`src/rtl/intc_pkg.sv`:
```
package intc_pkg;

  // Map a request line index to its cause number; the value skip_num is never used.
  function automatic int src_to_cause(input int idx, input int skip_num);
    return (idx < skip_num) ? idx : idx + 1;
  endfunction

endpackage

```
`src/rtl/intc_prio_enc.sv`:
```
module intc_prio_enc #(
  parameter int NUM_SRC  = 47,
  parameter int CAUSE_W  = 6,
  parameter int SKIP_NUM = 31
) (
  input  logic [NUM_SRC-1:0] active,
  output logic [CAUSE_W-1:0] cause,
  output logic               any
);
  import intc_pkg::*;

  // Scan from the top down so that the lowest active line is the last assignment.
  always_comb begin
    cause = '0;
    any   = 1'b0;
    for (int i = NUM_SRC - 1; i >= 0; i--) begin
      if (active[i]) begin
        cause = CAUSE_W'(src_to_cause(i, SKIP_NUM));
        any   = 1'b1;
      end
    end
  end

endmodule

```
`src/rtl/intc_route_slot.sv`:
```
module intc_route_slot #(
  parameter int NUM_SRC  = 47,
  parameter int CAUSE_W  = 6,
  parameter int SKIP_NUM = 31
) (
  input  logic [NUM_SRC-1:0] active,
  input  logic [CAUSE_W-1:0] sel,
  input  logic               vld,
  output logic               hit
);
  import intc_pkg::*;

  // Compare against each line's cause number; unused numbers match nothing.
  always_comb begin
    hit = 1'b0;
    for (int i = 0; i < NUM_SRC; i++) begin
      if (vld && active[i] && (sel == CAUSE_W'(src_to_cause(i, SKIP_NUM))))
        hit = 1'b1;
    end
  end

endmodule

```
`src/rtl/intc_ip_pack.sv`:
```
module intc_ip_pack #(
  parameter int CAUSE_W    = 6,
  parameter int FIELD_W    = 5,
  parameter int NUM_DIRECT = 4
) (
  input  logic                  native,
  input  logic                  any,
  input  logic [CAUSE_W-1:0]    cause,
  input  logic [NUM_DIRECT-1:0] direct,
  output logic [FIELD_W:0]      ip_hi
);
  localparam int PAD = FIELD_W - NUM_DIRECT;
  localparam logic [CAUSE_W-1:0] SAT = CAUSE_W'((1 << FIELD_W) - 1);

  logic [FIELD_W-1:0] packed_cause;
  logic [FIELD_W-1:0] compat_hi;

  always_comb begin
    if (cause > SAT) packed_cause = SAT[FIELD_W-1:0];
    else             packed_cause = cause[FIELD_W-1:0];
  end

  generate
    if (PAD > 0) begin : g_pad
      assign compat_hi = {{PAD{1'b0}}, direct};
    end else begin : g_nopad
      assign compat_hi = direct[FIELD_W-1:0];
    end
  endgenerate

  always_comb begin
    if (native) ip_hi = {(any ? packed_cause : {FIELD_W{1'b0}}), any};
    else        ip_hi = {compat_hi, any};
  end

endmodule

```
`src/rtl/intc_dual_mode.sv`:
```
module intc_dual_mode #(
  parameter int NUM_SRC    = 47,
  parameter int CAUSE_W    = 6,
  parameter int FIELD_W    = 5,
  parameter int NUM_DIRECT = 4,
  parameter int SKIP_NUM   = 31,
  localparam int SEL_W     = NUM_DIRECT * CAUSE_W,
  localparam int IP_W      = FIELD_W + 3
) (
  input  logic                  clk,
  input  logic                  rst,
  input  logic [NUM_SRC-1:0]    irq_req,
  input  logic [NUM_SRC-1:0]    irq_en,
  input  logic                  native_mode,
  input  logic [SEL_W-1:0]      route_sel,
  input  logic [NUM_DIRECT-1:0] route_vld,
  output logic [CAUSE_W-1:0]    irq_cause,
  output logic                  irq_none,
  output logic [IP_W-1:0]       cpu_ip
);
  localparam logic [CAUSE_W-1:0] MAX_CAUSE = CAUSE_W'(NUM_SRC);
  localparam logic [CAUSE_W-1:0] SKIP_C    = CAUSE_W'(SKIP_NUM);
  localparam logic [FIELD_W-1:0] SAT_F     = {FIELD_W{1'b1}};

  logic [NUM_SRC-1:0]    active;
  logic [CAUSE_W-1:0]    win_cause;
  logic                  win_any;
  logic [NUM_DIRECT-1:0] direct_hit;
  logic [FIELD_W:0]      ip_hi_d;

  logic [CAUSE_W-1:0]    cause_q;
  logic                  none_q;
  logic [FIELD_W:0]      ip_hi_q;
  logic                  mode_q;

  assign active = irq_req & irq_en;

  intc_prio_enc #(.NUM_SRC(NUM_SRC), .CAUSE_W(CAUSE_W), .SKIP_NUM(SKIP_NUM)) u_enc (
    .active(active), .cause(win_cause), .any(win_any)
  );

  generate
    for (genvar k = 0; k < NUM_DIRECT; k++) begin : g_slot
      intc_route_slot #(.NUM_SRC(NUM_SRC), .CAUSE_W(CAUSE_W), .SKIP_NUM(SKIP_NUM)) u_slot (
        .active(active),
        .sel   (route_sel[k*CAUSE_W +: CAUSE_W]),
        .vld   (route_vld[k]),
        .hit   (direct_hit[k])
      );
    end
  endgenerate

  intc_ip_pack #(.CAUSE_W(CAUSE_W), .FIELD_W(FIELD_W), .NUM_DIRECT(NUM_DIRECT)) u_pack (
    .native(native_mode), .any(win_any), .cause(win_cause),
    .direct(direct_hit), .ip_hi(ip_hi_d)
  );

  always_ff @(posedge clk) begin
    if (rst) begin
      cause_q <= '0;
      none_q  <= 1'b1;
      ip_hi_q <= '0;
      mode_q  <= 1'b0;
    end else begin
      cause_q <= win_cause;
      none_q  <= ~win_any;
      ip_hi_q <= ip_hi_d;
      mode_q  <= native_mode;
    end
  end

  assign irq_cause = cause_q;
  assign irq_none  = none_q;
  assign cpu_ip    = {ip_hi_q, 2'b00};

  // the skipped number and numbers past the last line never appear
  assert_cause_range_R1: assert property (@(posedge clk) disable iff (rst)
    !none_q |-> (cause_q != SKIP_C) && (cause_q <= MAX_CAUSE));

  // idle state reports zero everywhere
  assert_idle_zero_R7: assert property (@(posedge clk) disable iff (rst)
    none_q |-> (cause_q == '0) && (ip_hi_q == '0));

  // summary bit tracks the pending flag
  assert_summary_R4: assert property (@(posedge clk) disable iff (rst)
    ip_hi_q[0] == !none_q);

  // native field follows the cause register, saturated
  assert_native_sat_R6: assert property (@(posedge clk) disable iff (rst)
    (mode_q && !none_q) |->
      (ip_hi_q[FIELD_W:1] == ((cause_q > CAUSE_W'(SAT_F)) ? SAT_F : cause_q[FIELD_W-1:0])));

  // top pending bit stays clear in compatible mode
  assert_compat_top_R5: assert property (@(posedge clk) disable iff (rst)
    !mode_q |-> !ip_hi_q[FIELD_W]);

  // one cycle after reset is sampled, outputs are at their reset values
  assert_reset_state_R9: assert property (@(posedge clk)
    $past(rst) |-> (cause_q == '0) && none_q && (ip_hi_q == '0));

endmodule

```
`config.mk`:
```
export PLATFORM = sky130hd
export DESIGN_NAME = intc_dual_mode
export DESIGN_NICKNAME = d
export VERILOG_FILES = /design/src/rtl/intc_pkg.sv /design/src/rtl/intc_prio_enc.sv /design/src/rtl/intc_route_slot.sv /design/src/rtl/intc_ip_pack.sv /design/src/rtl/intc_dual_mode.sv
export SDC_FILE = /design/constraint.sdc
export NUM_CORES = 1
export LEC_CHECK = 0
export BUFFER_PORTS_ARGS = -buffer_cell sky130_fd_sc_hd__buf_2
export CORE_MARGIN = 3
export CORE_UTILIZATION = 50
export DETAILED_ROUTE_END_ITERATION = 6
export GPL_TIMING_DRIVEN = 1
export PLACE_DENSITY_LB_ADDON = 0.08
export SLEW_MARGIN = 20
export SYNTH_ARGS = -nofsm -noshare
export SYNTH_HDL_FRONTEND = slang
export SYNTH_SLANG_ARGS = --single-unit
```
`constraint.sdc`:
```
create_clock -name clk -period 2.4 [get_ports clk]
set_input_delay 0.24 -clock clk [delete_from_list [all_inputs] [get_ports clk]]
set_output_delay 0.24 -clock clk [all_outputs]
set_load 0.05 [all_outputs]
```
# --- Yosys cells after proc, flatten, opt, wreduce, memory -nomap -nowiden ---
# Index checks and enable logic that the tools add are counted.
op_classes:
  magnitude_cmp: 1
  n_eq_ne: 184
  n_mux: 285
  n_bitwise: 3
  n_reduce_logical: 381
ops:
  columns: ["op", "count"]
  rows:
  - ["== test 6 bit, second input constant", 64]
  - ["logical AND 1 bit", 376]
  - ["== test 6 x 5 -> 1 bit, second input constant", 60]
  - ["2-to-1 mux 6 bit", 47]
  - ["2-to-1 mux 1 bit", 235]
  - ["== test 6 x 4 -> 1 bit, second input constant", 32]
  - ["== test 6 x 3 -> 1 bit, second input constant", 16]
  - ["== test 6 x 2 -> 1 bit, second input constant", 8]
  - ["AND 47 bit", 1]
  - ["== test 6 x 1 -> 1 bit, second input constant", 4]
  - ["logical NOT 6 bit", 4]
  - ["2-to-1 mux 5 bit", 2]
  - ["> comparator 6 x 5 -> 1 bit, second input constant", 1]
  - ["2-to-1 mux 4 bit", 1]
  - ["OR reduction 3 bit", 1]
  - ["inverter 1 bit", 2]
word_totals:
  reg_bits: 13
  inputBits: 125
  output_inout_bits: 15
  wordCells: 858

# --- Logic depth before layout (Yosys ltp) ---
# Gate-level depths: netlist of run 1.
logic_depth:
  word_depth: 52
  ltp_mapped: 9
  depth_no_buf: 7

# --- Modules after synthesis ---
# From an unflattened synthesis of run 1, not the netlist that was laid out.
unflattened:
  cells_unflattened: 535
  area_unflattened_um2: 3684.8
modules_own_cells:
  columns: ["module", "n_inst", "cells_per_inst", "area_each_um2", "seq_area_each_um2"]
  rows:
  - ["intc_route_slot", 4, 84, 589.3, 0.0]
  - ["intc_dual_mode", 1, 77, 661.9, 260.2]
  - ["intc_prio_enc", 1, 106, 589.3, 0.0]
  - ["intc_ip_pack", 1, 16, 76.3, 0.0]

# --- Worst setup path after synthesis of run 1 ---
# OpenSTA, ideal clock, no wires.
synth_path:
  kind: "input-to-reg"
  from: "in irq_req[40]"
  to: "reg ip_hi_q[2]"
  setup_time_ns: 0.120
  t_arrival_ns: 1.626
  required_time_ns: 2.280
  setup_slack_ns: 0.654
  path_stages: 6
  n_path_buf: 0
  path_cell_list: "a22o_1 -> or4b_4 -> nor3_4 -> or3_4 -> a21oi_1 -> a211o_1"
synth_between:
  elab_chain_cells: 46
  word_cells_on_any_way: 96
  cone_classes: "order compare (1); mux (92); bitwise (1); reduce/logical (2)"
synth_rtl:
  columns: ["element", "line", "rtl"]
  rows:
  - ["start, declared", "intc_dual_mode.sv:12", "input logic [NUM_SRC-1:0] irq_req,"]
  - ["AND 47 bit (*)", "intc_dual_mode.sv:36", "assign active = irq_req & irq_en;"]
  - ["2-to-1 mux 6 bit (41 in a row)", "intc_prio_enc.sv:17", "if (active[i]) begin"]
  - ["> comparator 6 x 5 -> 1 bit", "intc_ip_pack.sv:19", "if (cause > SAT) packed_cause = SAT[FIELD_W-1:0];"]
  - ["2-to-1 mux 5 bit", "intc_ip_pack.sv:19", null]
  - ["2-to-1 mux 4 bit", "intc_ip_pack.sv:32", "if (native) ip_hi = {(any ? packed_cause : {FIELD_W{1'b0}}), any};"]
  - ["2-to-1 mux 5 bit (*)", "intc_ip_pack.sv:32", null]
  - ["end signal, assigned", "intc_dual_mode.sv:67", "ip_hi_q <= ip_hi_d;"]
  - ["end, declared", "intc_dual_mode.sv:33", "logic [FIELD_W:0] ip_hi_q;"]
# Mark *: on every way between the ends. The rest lies on a longest branch, timed or not.
# A chain may end at the register's enable or synchronous reset.

# --- Worst setup path after layout of run 1 ---
layout_path:
  from: "in irq_req[16]"
  to: "reg ip_hi_q[2]"
layout_between:
  elab_chain_cells: 35
  word_cells_on_any_way: 72
  cone_classes: "order compare (1); mux (68); bitwise (1); reduce/logical (2)"
layout_rtl:
  columns: ["element", "line", "rtl"]
  rows:
  - ["AND 47 bit (*)", "intc_dual_mode.sv:36", null]
  - ["logical AND 1 bit (2 in a row)", "intc_route_slot.sv:17", "if (vld && active[i] && (sel == CAUSE_W'(src_to_cause(i, SKIP_NUM))))"]
  - ["2-to-1 mux 1 bit (31 in a row)", "intc_route_slot.sv:17", null]
  - ["2-to-1 mux 5 bit (*)", "intc_ip_pack.sv:32", null]
# Marks and branches as above.

==> flow_summary.json, run 1 <==
{
  "status": "complete, but fails checks",
  "violations": "DRC",
  "synth_mux_area_share_pct": 8.126,
  "cts_buffers": 3,
  "path_class": "primary input to register",
  "ir_drop_uv": 516.5,
  "worst_slew_pin_slew_ps": 518.8,
  "drcViolationCount": 7,
  "cp.required_ps": 2600,
  "routed_wl_um": 15720,
  "synthXorXnorAreaFrac_pct": 0,
  "cts_tree": "built",
  "use_met1_pct": 52.14,
  "placed_cells": 713,
  "synth_compound_area_share_pct": 41.42,
  "hp-class": "primary input to register",
  "pwr_density_cell_nw_per_um2": 291.4,
  "synth_edf_count": 0,
  "hold_viol": 0,
  "area_growth_pct": 25.70,
  "h-tree-depth": 1,
  "yosysWarnings": 0,
  "gp_congestion": 1.094,
  "max_cap_violations": 0,
  "clkTransAtPathRegs_ps": 60,
  "hold_depth": 3,
  "busiest_layer": "met2",
  "dp_hpwl_um": 12730,
  "min_period_ps": 1957,
  "avgRoutedWirePerCell_um": 21.92,
  "synthCells": 507,
  "postCtsSetupBuffers": 0,
  "post_cts_resized": 0,
  "yosysUniqueCellTypes": 77,
  "synth_top_family_by_area": "compound AO/OA/AOI/OAI gates",
  "clockBufferDepth": 2,
  "fin_tns_setup_ps": 0,
  "cts_num_sinks": 13,
  "fillers": 595,
  "ant_nets": 0,
  "fmax_mhz": 511.0,
  "holdBufCountCts": 0,
  "synth_seq_area_share_pct": 7.825,
  "cts_root_buf": "clkbuf_8",
  "die_w_um": 87.56,
  "antenna_found_initial": 0,
  "worstSetupStartpointType": "primary input",
  "slew_violations": 0,
  "grt_pass1_vias": 4513,
  "grt_pass1_wl_um": 23200,
  "fin_cells": 717,
  "ys_ff_latch": 13,
  "cp_max_fo": 5,
  "grt_usage_pct": 38.62,
  "routed-via-count": 5173,
  "synthFlopType": "dfxtp_1",
  "fin_crit_sh_pct": 81.53,
  "met3_usage_pct": 6.773,
  "p_leak_nw": 1.709,
  "met2_usage_pct": 60.00,
  "arrival_ps": 2150,
  "viasPerCell": 7.215,
  "finalSetupViolations": 0,
  "end_kind": "register",
  "ioPinCount": 140,
  "drtIter0Drc": 929,
  "avgSynthCellArea_um2": 6.560,
  "synth_fa_ha_area_share_pct": 0,
  "gr-total-overflow": 0,
  "diodes": 0,
  "slew_headroom_pct": 65.28,
  "drive_gt1_share_pct": 32.03,
  "netlist_area_um2": 3326,
  "async_reset_ff_share_pct": 0,
  "grt_max_degree": 26,
  "firstDrtPassIters": 7,
  "coreArea_um2": 6386,
  "io_buffers": 137,
  "die_area_um2": 7666,
  "synth-simple-area-share_pct": 37.02,
  "start_util_pct": 52.08,
  "nets": 766,
  "rows": 29,
  "die_h_um": 87.56,
  "rsz0062_at_grt": "no"
}
layout by cell type (no fill, tap or decap), types with 5 or more instances in the layout:
| cell | count |
|---|---|
| mux2_2 | 10 |
| a31oi_1 | 13 |
| nor2_1 | 34 |
| inv_1 | 11 |
| nand2b_1 | 18 |
| buf_4 | 22 |
| nor4_1 | 6 |
| or2_2 | 5 |
| o211ai_1 | 6 |
| o21ai_0 | 36 |
| nand2_1 | 76 |
| nand3b_1 | 5 |
| nor3_1 | 15 |
| nand3_1 | 38 |
| mux4_2 | 7 |
| dfxtp_1 | 13 |
| o31ai_1 | 5 |
| o22ai_1 | 22 |
| a22o_1 | 8 |
| nand4_1 | 8 |
| o221ai_1 | 7 |
| a22oi_1 | 7 |
| a21oi_1 | 25 |
| or3_1 | 7 |
| o22a_1 | 7 |
| a211oi_1 | 6 |
| a32o_1 | 5 |
| buf_2 | 137 |
through the flow:
stage          utilization [%]  setup slack, ps  hold slack, ps  area [um2]  total power (W)
2_1_floorplan                -            654.4           376.1        3329        0.0006815
3_3_place_gp             64.75            328.7           517.1        4135        0.0009810
3_5_place_dp             64.75            253.3           523.3        4135        0.0009889
4_1_cts                  65.46            485.0           272.6        4180         0.001181
5_1_grt                  65.46            377.0           280.8        4180         0.001271
6_report                 65.46            443.2           270.4        4180         0.001218
area by class of cell:
type | count | area [um2] | share of cell area [%]
multi-input combinational | 453 | 2887 | 69.05
inverter | 11 | 41.29 | 0.9877
timing repair buffer | 159 | 850.8 | 20.35
tap | 77 | 96.34 | 2.305
clock buffer | 4 | 45.04 | 1.078
sequential | 13 | 260.3 | 6.226
sequential cells by signal, summed over array words and instances, names as in the netlist:
| register | flops |
|---|---|
| irq_cause | 6 |
| ip_hi_q | 6 |
| irq_none | 1 |
critical path, cell delays in order:
cell,delay (ps)
buf_2,140
a22o_2,300
nor2_1,180
or4b_1,460
o221ai_1,310
o211ai_1,160
a21oi_1,230
a211o_1,130
logic make-up after synthesis:
kind of cell	count (synthesis)
other	1
AOI/OAI and AO/OA	195
buffers and inverters	42
muxes	17
DFF	13
and+or+nand+nor	239
Yosys cell counts (11+ instances only):
master    count  area (um2)
dfxtp_1      13       260.3
nor2_1       34       127.6
a21oi_1      25       125.1
inv_1        11       41.29
nand2_1      76       285.3
clkbuf_1     18       67.56
a31oi_1      13       81.33
nand3_1      38       190.2
nor3_1       15       75.07
o22ai_1      22       137.6
o21ai_0      36       180.2
nand2b_1     18       112.6
routing by layer:
metal / wire, um / vias to the layer above
li1: - / 2278
met1: 5620 / 2292
met2: 6853 / 510
met3: 2420 / 93
met4: 821 / 0
met5: 0 / -
power by group:
| part | switching [W] | internal, W | leakage, nW |
|---|---|---|---|
| logic | 0.000494 | 0.000296 | 1.58 |
| clock network | 0.0000807 | 0.000117 | 0.0228 |
| registers | 0.00000264 | 0.000227 | 0.107 |
final timing paths:
path                startpoint               endpoint
setup / recovery   irq_req[16]  ip_hi_q[2]$_SDFF_PP0_
hold / removal    route_vld[2]  ip_hi_q[3]$_SDFF_PP0_
Note: power is estimated with default switching activity, not from simulation.
==> run 2: changes to the inputs <==
==> constraint.sdc (replaced) <==
create_clock -name clk -period 1.85 [get_ports clk]
set_input_delay 0.185 -clock clk [delete_from_list [all_inputs] [get_ports clk]]
set_output_delay 0.185 -clock clk [all_outputs]
set_load 0.05 [all_outputs]
==> run 2 against run 1 <==
  * Highest routed layer unchanged
  * The run still ends with DRC left
  * Largest cell class unchanged
  * Largest power group unchanged
  * Sequential cell count stayed put
  * Critical endpoint is now ip_hi_q[4]$_SDFF_PP0_
  * Routed wire length rose by 14%
  * Hold slack worse by 75 ps
  * Clock power up 34%
  * Critical path depth unchanged
  * Count of clock-buffer cells in the layout is the same
  * Sequential share of layout area shrank 1.2 points
==> flow_summary.json, run 2 (synthesized netlist as in run 1, its figures left out) <==
{
  "layout_commonest_cell": "buf_4",
  "firstDrtPassIters": 7,
  "io_buffers": 137,
  "hold_viol": 0,
  "gp_congestion": 1.126,
  "routed-via-count": 5873,
  "die_w_um": 87.56,
  "ir_drop_uv": 515.1,
  "grt_pass1_wl_um": 26740,
  "max_cap_violations": 0,
  "dp_worst_setup_slack_ps": -262.2,
  "die_area_um2": 7666,
  "drtIter0Drc": 1119,
  "end_kind": "register",
  "fmax_mhz": 544.9,
  "nets": 892,
  "cts_num_sinks": 13,
  "arrival_ps": 2030,
  "worstSetupStartpointType": "primary input",
  "total_power_w": 0.001850,
  "cp_max_fo": 4,
  "diodes": 0,
  "grt_usage_pct": 44.66,
  "violations": "DRC",
  "h-tree-depth": 1,
  "coreArea_um2": 6386,
  "clkTransAtPathRegs_ps": 60,
  "routed_wl_um": 17970,
  "p_leak_nw": 2.317,
  "fin_ws_ps": 14.70,
  "start_util_pct": 52.08,
  "worst_slew_pin_slew_ps": 500.9,
  "cp.required_ps": 2040,
  "fin_crit_sh_pct": 99.21,
  "mostFrequentLayoutCells": "buf_4 (147), buf_2 (137), nand2_1 (75), nand3_1 (38), o21ai_0 (35)",
  "slew_violations": 0,
  "fin_tns_setup_ps": 0,
  "grt_pass1_vias": 5403,
  "status": "complete, but fails checks",
  "die_h_um": 87.56,
  "ant_nets": 0,
  "cts_tree": "built",
  "drive_gt1_share_pct": 44.26,
  "hp-class": "primary input to register",
  "gr-total-overflow": 0,
  "drcViolationCount": 5,
  "cts_root_buf": "clkbuf_8",
  "cts_buffers": 3,
  "avgRoutedWirePerCell_um": 21.32,
  "clockBufferDepth": 2,
  "antenna_found_initial": 0,
  "rows": 29,
  "ioPinCount": 140,
  "grt_max_degree": 26,
  "finalSetupViolations": 0,
  "slew_headroom_pct": 66.14,
  "path_class": "primary input to register",
  "pwr_density_cell_nw_per_um2": 356.8,
  "viasPerCell": 6.967,
  "min_period_ps": 1835,
  "dp_hpwl_um": 14640,
  "area_growth_pct": 55.91
}
[run 2: stage by stage]
step	hold slack, ps	instance area (um2)	utilization (%)	cells
after floorplan	321.1	3329	-	508
after global placement	458.1	5079	79.53	837
after detailed placement	451.1	5079	79.53	837
after CTS	196.9	5140	80.49	842
after global routing	215.2	5185	81.19	843
final	195.4	5185	81.19	843
[run 2: worst paths after layout]
| path | startpoint | endpoint | depth (start not counted) |
|---|---|---|---|
| worst min-delay path | route_vld[2] | ip_hi_q[3]$_SDFF_PP0_ | 3 |
| worst max-delay path | irq_req[42] | ip_hi_q[4]$_SDFF_PP0_ | 8 |
[run 2: repair_timing]
item                                    4_1_cts  5_1_grt
setup buffers                                 1        2
endpoints found under the setup margin        3        5
hold buffers                                  0        0
pin swaps                                     1        7
gates resized for setup                       3        8
[run 2: final cells by class]
cell class / instances / area (um2)
repair buffers: 285 / 1809
flip-flops and latches: 13 / 260.3
inverters: 11 / 41.29
fillers: 475 / 1201
clock buffers: 4 / 45.04
well taps: 77 / 96.34
multi-input cells: 453 / 2933
[run 2: critical path, stage by stage]
cell	delay, ps
buf_2	110
nand2_1	150
buf_4	200
mux4_2	450
nor2_1	80
o21ai_0	150
a211oi_1	480
o31a_1	210
[run 2: power breakdown]
group / internal, W / total (W) / switching (W)
combinational: 0.000566 / 0.00129 / 0.000720
sequential: 0.000295 / 0.000299 / 0.00000410
clock: 0.000153 / 0.000265 / 0.000112
[run 2: layer usage]
metal | track usage [%] | vias up | part of all wire, % | wire, um
li1 | - | 2529 | - | -
met1 | 54.10 | 2614 | 33 | 6002
met2 | 72.33 | 581 | 44 | 7971
met3 | 11.95 | 149 | 16 | 2829
met4 | 23.15 | 0 | 6.5 | 1169
met5 | 0 | - | 0 | 0
==> run 3: changes to the inputs <==
--- a/config.mk
+++ b/config.mk
@@ -7,7 +7,8 @@
 export LEC_CHECK = 0
 export BUFFER_PORTS_ARGS = -buffer_cell sky130_fd_sc_hd__buf_2
 export CORE_MARGIN = 3
-export CORE_UTILIZATION = 50
+export CORE_UTILIZATION = 51
+export CTS_BUF_LIST = sky130_fd_sc_hd__clkbuf_4 sky130_fd_sc_hd__clkbuf_8
 export DETAILED_ROUTE_END_ITERATION = 6
 export GPL_TIMING_DRIVEN = 1
 export PLACE_DENSITY_LB_ADDON = 0.08
==> run 3 against run 2 <==
  * The flow still finishes with violations (DRC)
  * First-iteration DRC count is 1.6% higher
  * Combinational power hardly changed
  * Count of clock-buffer cells in the layout stayed put
  * Via count is 2.3% higher
  * Sequential power hardly changed
  * Hold slack better by 35 ps
  * Utilization is 1.3 points higher
  * Critical path depth stayed put
  * Sequential share of layout area is 0.13 points higher
  * Critical path type unchanged
  * Critical endpoint unchanged
  * Largest cell class unchanged
==> flow_summary.json, run 3 (synthesized netlist as in run 1, its figures left out) <==
{
  "cp_num_buf_inv": 2,
  "coreArea_um2": 6131,
  "ir_drop_uv": 454.3,
  "grt_pass1_wl_um": 27960,
  "slew_violations": 0,
  "slew_headroom_pct": 57.02,
  "grt_max_degree": 23,
  "fmax_mhz": 544.5,
  "p_leak_nw": 2.238,
  "antenna_found_initial": 0,
  "avgRoutedWirePerCell_um": 22.78,
  "routed-via-count": 6008,
  "fin_cells": 824,
  "path_class": "primary input to register",
  "rows": 28,
  "dp_hpwl_um": 14800,
  "cts_buffers": 3,
  "fin_util_pct": 82.49,
  "cp.required_ps": 2050,
  "die_area_um2": 7526,
  "nets": 875,
  "clockBufferDepth": 2,
  "firstDrtPassIters": 7,
  "cts_num_sinks": 13,
  "ioPinCount": 140,
  "fin_crit_sh_pct": 99.27,
  "h-tree-depth": 1,
  "arrival_ps": 2040,
  "viasPerCell": 7.291,
  "start_util_pct": 54.24,
  "grt_pass1_vias": 5677,
  "violations": "DRC",
  "placed_cells": 820,
  "finalSetupViolations": 0,
  "cpPeakStageDelay_ps": 430,
  "fillers": 434,
  "status": "complete, but fails checks",
  "rsz0062_at_grt": "yes",
  "diodes": 0,
  "routed_wl_um": 18770,
  "grt_usage_pct": 47.24,
  "pwr_density_cell_nw_per_um2": 371.8,
  "cpLargestDelayFamily": "simple AND/OR/NAND/NOR gates",
  "drtIter0Drc": 1137,
  "gp_congestion": 1.074,
  "hold_depth": 3,
  "layout_commonest_cell": "buf_2",
  "worst_slew_pin_slew_ps": 638.0,
  "die_w_um": 86.75,
  "max_cap_violations": 0,
  "fin_area_um2": 5057,
  "cp_max_fo": 4,
  "holdBufCountCts": 0,
  "drive_gt1_share_pct": 43.12,
  "hold_viol": 0,
  "io_buffers": 137,
  "min_period_ps": 1837,
  "clkTransAtPathRegs_ps": 70,
  "die_h_um": 86.75,
  "cts_root_buf": "clkbuf_8",
  "mostFrequentLayoutCells": "buf_2 (136), buf_4 (130), nand2_1 (76), nand3_1 (38), o21ai_0 (35)",
  "hp-class": "primary input to register",
  "path_cells": "buf_2, a222oi_1, buf_4, and4_4, nand2_2, or3_4, a31oi_2, o31a_1",
  "postPlaceCellArea_um2": 4964,
  "drcViolationCount": 80,
  "area_growth_pct": 52.07,
  "worstSetupStartpointType": "primary input",
  "hold_path_end": "ip_hi_q[3]$_SDFF_PP0_",
  "hold_start": "route_vld[2]",
  "ant_nets": 0,
  "cts_tree": "built",
  "gr-total-overflow": 0,
  "crit_path_top_delay_cell": "or3_4",
  "end_kind": "register"
}
run 3: cell types whose count changed in the layout (fill, tap and decap cells not counted), moves of 2 or more:
cell,change
a22oi_1,-2
a22oi_2,+2
buf_4,-17
clkbuf_4,+2
run 3: layout make-up:
| type | count | area (um2) | share of cell area, % |
|---|---|---|---|
| clock buffers | 4 | 48.80 | 0.9649 |
| inverters | 11 | 41.29 | 0.8164 |
| multi-input cells | 453 | 2929 | 57.92 |
| flip-flops and latches | 13 | 260.3 | 5.146 |
| well taps | 75 | 93.84 | 1.856 |
| repair buffers | 268 | 1684 | 33.30 |
run 3: per-layer routing:
layer  global-route usage (%)  part of all wire [%]  vias to the layer above
met5                    4.196                  0.21                        -
met4                    26.20                   7.9                        2
met3                    14.35                    16                      207
met2                    74.13                    43                      675
met1                    56.98                    33                     2631
li1                         -                     -                     2493
run 3: power by group:
part	switching [W]	internal, W
registers	0.00000434	0.000295
clock network	0.000132	0.000167
logic	0.000736	0.000546
total	0.000872	0.00101
run 3: worst max path at each step:
| stage | from | end | slack, ps | depth (start not counted) |
|---|---|---|---|---|
| 3_3_place_gp | irq_req[29] | ip_hi_q[4]$_SDFF_PP0_ | -160 | 8 |
| 3_5_place_dp | irq_req[29] | ip_hi_q[4]$_SDFF_PP0_ | -260 | 8 |
| 6_report | irq_req[29] | ip_hi_q[4]$_SDFF_PP0_ | 10 | 8 |
| 5_1_grt | irq_req[31] | ip_hi_q[2]$_SDFF_PP0_ | -60 | 8 |
| 4_1_cts | irq_req[6] | ip_hi_q[2]$_SDFF_PP0_ | 9 | 9 |
| 2_1_floorplan | irq_req[40] | ip_hi_q[2]$_SDFF_PP0_ | 160 | 6 |
run 3: timing repair:
item	in CTS	in global routing
endpoints found under the setup margin	1	5
resized for setup	1	10
pin swaps	0	1
buffers inserted	0	0
run 3: stage by stage:
| stage | setup WS (ps) | TNS [ps] | power (W) | hold slack [ps] |
|---|---|---|---|---|
| 2_1_floorplan | 159.4 | 0 | 0.0008841 | 321.1 |
| 3_3_place_gp | -164.5 | -469.0 | 0.001455 | 458.0 |
| 3_5_place_dp | -256.0 | -1036 | 0.001489 | 483.8 |
| 4_1_cts | 8.801 | 0 | 0.001779 | 231.2 |
| 5_1_grt | -58.27 | -65.31 | 0.001930 | 248.1 |
| 6_report | 13.41 | 0 | 0.001880 | 230.3 |
